## src/rtl/ivl_timer.sv

```systemverilog
module ivl_timer #(
  parameter int CNT_W = 64
) (
  input  logic             clk,
  input  logic             rst_n,
  input  logic             cmp_we,
  input  logic [31:0]      cmp_wdata,
  input  logic             en_we,
  input  logic             en_wdata,
  input  logic             ack,
  output logic [CNT_W-1:0] count,
  output logic             irq
);
  localparam int CMP_W = 32;

  logic [CNT_W-1:0] cnt_q;
  logic [CMP_W-1:0] cmp_q;
  logic             en_q;
  logic             pend_q;
  logic             hit;

  if (CNT_W != 32 && CNT_W != 64) begin : g_bad_width
    $error("CNT_W must be 32 or 64");
  end

  assign hit = (cnt_q[CMP_W-1:0] == cmp_q);

  always_ff @(posedge clk) begin
    if (!rst_n) begin
      cnt_q  <= '0;
      cmp_q  <= '1;
      en_q   <= 1'b0;
      pend_q <= 1'b0;
    end else begin
      cnt_q <= cnt_q + 1'b1;
      if (cmp_we) cmp_q <= cmp_wdata;
      if (en_we)  en_q  <= en_wdata;
      pend_q <= hit | (pend_q & ~ack);
    end
  end

  assign count = cnt_q;
  assign irq   = pend_q & en_q;
endmodule


```

## config.mk

```make
export PLATFORM = sky130hd
export DESIGN_NAME = ivl_timer
export DESIGN_NICKNAME = d
export VERILOG_FILES = /design/src/rtl/ivl_timer.sv
export SDC_FILE = /design/constraint.sdc
export NUM_CORES = 1
export LEC_CHECK = 0
export CELL_PAD_IN_SITES_DETAIL_PLACEMENT = 1
export CELL_PAD_IN_SITES_GLOBAL_PLACEMENT = 2
export CORE_ASPECT_RATIO = 1.2
export CORE_UTILIZATION = 32
export CTS_CLUSTER_SIZE = 14
export DETAILED_ROUTE_END_ITERATION = 7
export PLACE_DENSITY_LB_ADDON = 0.1
export SKIP_LAST_GASP = 1
export SLEW_MARGIN = 20
export SYNTH_ARGS = -nofsm -noshare
export SYNTH_HDL_FRONTEND = slang
export SYNTH_SLANG_ARGS = --single-unit
```

## constraint.sdc

```tcl
create_clock -name clk -period 6.3 [get_ports clk]
set_input_delay 0.63 -clock clk [delete_from_list [all_inputs] [get_ports clk]]
set_output_delay 0.63 -clock clk [all_outputs]
set_load 0.02 [all_outputs]
```

=== Word-level counts from Yosys, hierarchy flattened ===
Cells that the tools add are included.

* Flip-flop bits (word level): 98
* Input bits: 38
* Output and inout port bits: 65
* Logic and storage cells: 10

* Add/sub/neg operators: 1
* Eq/ne operators: 1
* Bitwise logic cells: 4

{| class="wikitable"
|+ Operator list
! operator !! number
|-
| adder 64 x 1 -> 64 bit, second input constant || 1
|-
| equality test 32 bit || 1
|-
| bitwise AND 1 bit || 2
|-
| inverter 1 bit || 1
|-
| OR 1 bit || 1
|}

=== Depth between registers and ports, before layout ===
Gate-level depths: netlist of the first run.

* Depth after elaboration: 3
* Mapped depth: 8
* Mapped depth without buffers: 6

=== Least setup slack after synthesis of the first run ===
OpenSTA, ideal clock, no wires.

* Kind: reg2reg
* From: register cnt_q[0], in the netlist count[0]
* To: register cnt_q[44], in the netlist count[44]
* Setup time: 0.070 ns
* Arrival time: 2.118 ns
* Required time: 6.230 ns
* Setup slack: 4.112 ns
* Stages on the path, launching flop included: 7
* Buffers on the path: 0
* Clock period less this slack: 2.188 ns
* Path through: dfxtp_1 -> ha_1 -> nand4_1 -> nor4_1 -> nand4_1 -> or3_1 -> a21oi_1

* Longest elaborated chain between the ends: 1

{| class="wikitable"
|+ RTL lines
! item !! RTL line !! text
|-
| from (decl) || 16 || <nowiki>logic [CNT_W-1:0] cnt_q;</nowiki>
|-
| from (signal assigned) || 35 || <nowiki>cnt_q <= cnt_q + 1'b1;</nowiki>
|-
| adder 64 x 1 -> 64 bit || 35 ||
|}

Every way passes these cells.
A chain may end at the register's enable or synchronous reset.

=== Worst setup path in the final report of the first run ===
* From: register cnt_q[11], in the netlist count[11]
* To: register cnt_q[56], in the netlist count[56]

The elaborated chain is that of the path after synthesis.

==> results of run 1 <==
==> through the flow <==
| stage | area (sq um) | instances |
|---|---|---|
| final | 6010 | 779 |
| after CTS | 6010 | 779 |
| after floorplan | 4500 | 514 |
| after global routing | 6010 | 779 |
| after detailed placement | 5640 | 763 |
| after global placement | 5640 | 763 |
==> state kept, by name, indices dropped and copies added, names as in the netlist <==
register / flops
pend_q: 1
count: 64
en_q: 1
cmp_q: 32
==> cell families (layout without fill, tap and decap cells) <==
kind of cell | count (synthesis) | after routing
adders and majority gates | 1 | 1
xor gates and xnor gates | 61 | 61
and+or+nand+nor | 216 | 216
AOI/OAI and AO/OA | 63 | 63
muxes | 35 | 35
DFF | 98 | 98
buffers and inverters | 40 | 134
==> worst min-delay path, stage by stage (launching register included) <==
cell     delay, ns
dfxtp_1       0.32
nand2_1       0.06
mux2i_1       0.06
==> metal layers <==
metal	track usage	vias up	share of wire
li1	-	1971	-
met1	0.242	1989	0.43
met2	0.326	82	0.51
met3	0.0435	15	0.038
met4	0.0709	0	0.021
met5	0	-	0
==> cell type report <==
cell class                 instances  area, sq um
sequential                        98         1960
timing repair buffer             104         1030
fill                            1620         7750
multi-input combinational        376         2380
clock inverter                     5          125
inverter                          14         52.6
clock buffer                      11          243
tap                              171          214
==> cell usage in the layout (no fill, tap or decap), drive strengths merged <==
master and count:
nor3 8, nor4 13, clkinv 2, o311ai 1, nand4 29, and3 3, nand3 21, clkbuf 11
or2 1, o31ai 5, a21oi 30, bufinv 4, mux2i 35, o21ai 24, clkdlybuf4s50 101, nor2 42
nand2 61, nor4b 2, ha 1, dfxtp 98, xnor2 47, buf 3, nor2b 1, nand2b 1
inv 13, o21a 2, o41ai 1, and2 2, xor2 14, or4 6, or3 25, or4b 1
==> power by group <==
part / switching [mW] / internal (mW)
sequential: 0.0126 / 0.634
combinational: 0.0361 / 0.0459
clock: 0.248 / 0.439
==> path summary, 6_finish.rpt <==
kind	slack, ns	endpoint	depth (start not counted)	start
min	0.48	count[63]$_SDFF_PN0_	2	count[63]$_SDFF_PN0_
max	3.37	count[56]$_SDFF_PN0_	5	count[11]$_SDFF_PN0_
min reg2reg	0.48	count[63]$_SDFF_PN0_	2	count[63]$_SDFF_PN0_
max reg2reg	3.37	count[56]$_SDFF_PN0_	5	count[11]$_SDFF_PN0_
==> metrics.cfg, run 1 <==
[status]
status = completed

[global_routing]
grt.total_usage = 0.195
grt_max_degree = 42
grt_pass1_wl_um = 21600
grt-ovfl-total = 0
grt_pass1_vias = 4071
antenna_found_initial = 0

[min_path]
hold_class = flip-flop to flip-flop

[place]
io_buffers = 102
gp_congestion = 0.782
pre_cts_slack_ns = 3.28
dp.final_hpwl_um = 9790

[critical_path]
crit_family = simple AND/OR/NAND/NOR gates
required_ns = 6.58
slowest_delay_ns = 0.60
worst-setup-path-type = flip-flop to flip-flop
start_kind = flip-flop
crit_chain = nand4_1 -> nor4_4 -> nand4_1 -> or3_1 -> a21oi_1
cp_max_fo = 11
crit_buf_inv = 0
crit_path_end_kind = flip-flop
crit_path_frequent_cell = nand4_1
slowest_stage = nor4_4
cp.arrival_ns = 3.21

[route]
drtPass1Iterations = 4
vias = 4057
drc = 0
vias_per_cell = 5.21
first_iter_violations = 122
routed_wl_um = 13300
ant_nets = 0
wire_per_inst_um = 17.1

[synth]
yosys.area_share.simple = 0.254
yosysSeqAreaShare = 0.436
ys_warn_count = 0
netlist_area_sq_mm = 0.00450
synth_compound_area_frac = 0.0756
muxShareOfSynthArea = 0.0778
yosys.area.top_type_share = 0.436
synth-xor-area-share = 0.119
synth_ff_type = dfxtp_1
synth_top_family_by_area = simple AND/OR/NAND/NOR gates
ys_ff_latch = 98
ys_types = 36
synth.most_common_cell = dfxtp_1
syn_area_per_cell_sq_um = 8.76
yosys-top-cells-area = dfxtp_1, xnor2_1, mux2i_1
syn-num-nets = 553
synth-adder-area-share = 0.00278
synth_cells = 514
synth_top_cell_by_area = dfxtp_1
synth_edf_count = 0
ys_async_sr_fraction = 0
synth_common_cells = dfxtp_1, nand2_1, xnor2_1

[sta]
final.setup.tns_ns = 0
holdWs_ns = 0.485
rsz0062_at_grt = no
final_max_slew_viol_count = 0
setup_viol = 0
fin_worst_skew_ns = 0.00800
fmax_mhz = 342
min_period_ns = 2.93
worstMarginPinSlew_ns = 0.969
hold_viol = 0
slew_headroom = 0.354
fin_crit_sh = 0.464
fin_ws_ns = 3.37

[clock_network]
cts-root-buf = clkbuf_16
insertion_delay_ns = 0.35
cts_max_level = 3
cts-buffers-inserted = 9
cts_hold_buf = 0
numClockSinks = 98
cts_setup_buffers = 0
clk_pin_slew_worst_paths_ns = 0.07
cts_resized = 0
cts_tree = built
cts_buffer_depth = 2

[floorplanning]
io_pins = 103
rows = 47
initial_core_util = 0.327
die_area_sq_mm = 0.0145
die_h_um = 132
die-width_um = 110
core-area_sq_mm = 0.0138

[cells_and_area]
syn2layout_area_growth_pct = 33.5
fin_nets = 642
drive_above_1_share = 0.0461
final_util = 0.437
n_antenna_cell = 0

[flow_run]
max_cap_viol_count = 0

[power]
ir_drop_mv = 0.0979
p_total_mw = 1.41
power_density_mw_per_mm2 = 235
power_leakage_nw = 1.98

Power figures use the tool's default switching activity.
==> run 2: changes to the inputs <==
--- a/config.mk
+++ b/config.mk
@@ -8,7 +8,7 @@
 export CELL_PAD_IN_SITES_DETAIL_PLACEMENT = 1
 export CELL_PAD_IN_SITES_GLOBAL_PLACEMENT = 2
 export CORE_ASPECT_RATIO = 1.2
-export CORE_UTILIZATION = 32
+export CORE_UTILIZATION = 30
 export CTS_CLUSTER_SIZE = 14
 export DETAILED_ROUTE_END_ITERATION = 7
 export PLACE_DENSITY_LB_ADDON = 0.1
==> constraint.sdc (replaced) <==
create_clock -name clk -period 2.9 [get_ports clk]
set_input_delay 0.29 -clock clk [delete_from_list [all_inputs] [get_ports clk]]
set_output_delay 0.29 -clock clk [all_outputs]
set_load 0.02 [all_outputs]
==> run 2 against run 1 <==
  * Global-route usage fell by 0.87 points
  * Final area rose by 1.6%
  * Final cell count rose by 5.3%
  * Clock power rose by 98%
  * Setup slack got worse by 3.1 ns
  * Wire length rose by 3.9%
  * Fmax rose by 11%
  * Largest cell class unchanged
==> metrics.cfg, run 2 (synthesis results as in run 1) <==
[clock_network]
cts_tree = built
cts_hold_buf = 0
cts_max_level = 3
cts-buffers-inserted = 9
numClockSinks = 98
cts-root-buf = clkbuf_16
clk_pin_slew_worst_paths_ns = 0.07
insertion_delay_ns = 0.35
cts_buffer_depth = 2
cts_setup_buffers = 0
cts_resized = 0

[flow_run]
max_cap_viol_count = 0

[route]
wire_per_inst_um = 16.9
vias_per_cell = 4.95
drc = 0
first_iter_violations = 158
drtPass1Iterations = 4
ant_nets = 0
routed_wl_um = 13800
vias = 4063

[sta]
min_period_ns = 2.64
fin_worst_skew_ns = 0.00609
final.setup.tns_ns = 0
fmax_mhz = 378
final_max_slew_viol_count = 0
fin_ws_ns = 0.258
worstMarginPinSlew_ns = 0.979
slew_headroom = 0.347
fin_crit_sh = 0.911
rsz0062_at_grt = no
setup_viol = 0
hold_viol = 0

[critical_path]
start_kind = flip-flop
cp.arrival_ns = 2.92
crit_path_end_kind = flip-flop
worst-setup-path-type = flip-flop to flip-flop
required_ns = 3.17
cp_max_fo = 11

[floorplanning]
io_pins = 103
die_area_sq_mm = 0.0155
core-area_sq_mm = 0.0145
rows = 48
die-width_um = 114
initial_core_util = 0.310
die_h_um = 136

[power]
power_leakage_nw = 2.03
ir_drop_mv = 0.195
power_density_mw_per_mm2 = 483

[global_routing]
grt.total_usage = 0.186
grt_max_degree = 62
antenna_found_initial = 0
grt_pass1_wl_um = 22100
grt-ovfl-total = 0
grt_pass1_vias = 4178

[cells_and_area]
fillers = 1725
final_util = 0.420
layout_commonest_cell = clkdlybuf4s50_1
instances_no_fill = 820
final_cell_mix = clkdlybuf4s50_1, dfxtp_1, nand2_1
drive_above_1_share = 0.0661
fin_nets = 654
largest_register_ffs = 64
syn2layout_area_growth_pct = 35.6
n_antenna_cell = 0

[place]
dp.final_hpwl_um = 10100
placed_cells = 804
gp_congestion = 0.783
io_buffers = 102
pre_cts_slack_ns = 0.294

[min_path]
hold_class = flip-flop to flip-flop

[status]
status = completed

run 2: worst paths after layout:
path	cells after the start	start	to	slack (ns)
max reg2reg	6	count[0]$_SDFF_PN0_	count[48]$_SDFF_PN0_	0.26
max	6	count[0]$_SDFF_PN0_	count[48]$_SDFF_PN0_	0.26
min reg2reg	2	count[63]$_SDFF_PN0_	count[63]$_SDFF_PN0_	0.48
min	2	count[63]$_SDFF_PN0_	count[63]$_SDFF_PN0_	0.48
run 2: worst max-delay path, stage by stage (launching register included):
cell and delay [ns]:
dfxtp_1 0.46, ha_1 0.25, nand4_1 0.33, nor3_1 0.42, nand4_1 0.43, or3_1 0.49, a21oi_1 0.18
run 2: metal layers:
layer	up-vias	wire [um]	GRT usage
met5	-	0	0
met3	22	492	0.0321
met1	1967	6130	0.221
met2	79	6890	0.326
met4	0	313	0.0895
li1	1995	-	-
run 2: power breakdown:
part	leakage [nW]	switching [mW]	internal, mW
Combinational	1.07	0.0833	0.101
Sequential	0.797	0.0250	1.38
Clock	0.165	0.536	0.826
Total	2.03	0.645	2.30
run 2: stage by stage:
stage	hold WS (ns)	area, sq um	power (mW)
2_1_floorplan	0.418	4500	1.53
3_3_place_gp	0.454	5770	1.62
3_5_place_dp	0.473	5770	1.62
4_1_cts	0.484	6110	2.99
5_1_grt	0.511	6110	3.05
6_report	0.483	6110	2.95
run 2: layout make-up:
type | instances | area, sq um | share of cell area
Multi-Input combinational cell | 376 | 2380 | 0.390
Timing Repair Buffer | 116 | 1120 | 0.184
Clock inverter | 4 | 72.6 | 0.0119
Clock buffer | 12 | 267 | 0.0436
Inverter | 14 | 52.6 | 0.00861
Tap cell | 200 | 250 | 0.0410
Sequential cell | 98 | 1960 | 0.321
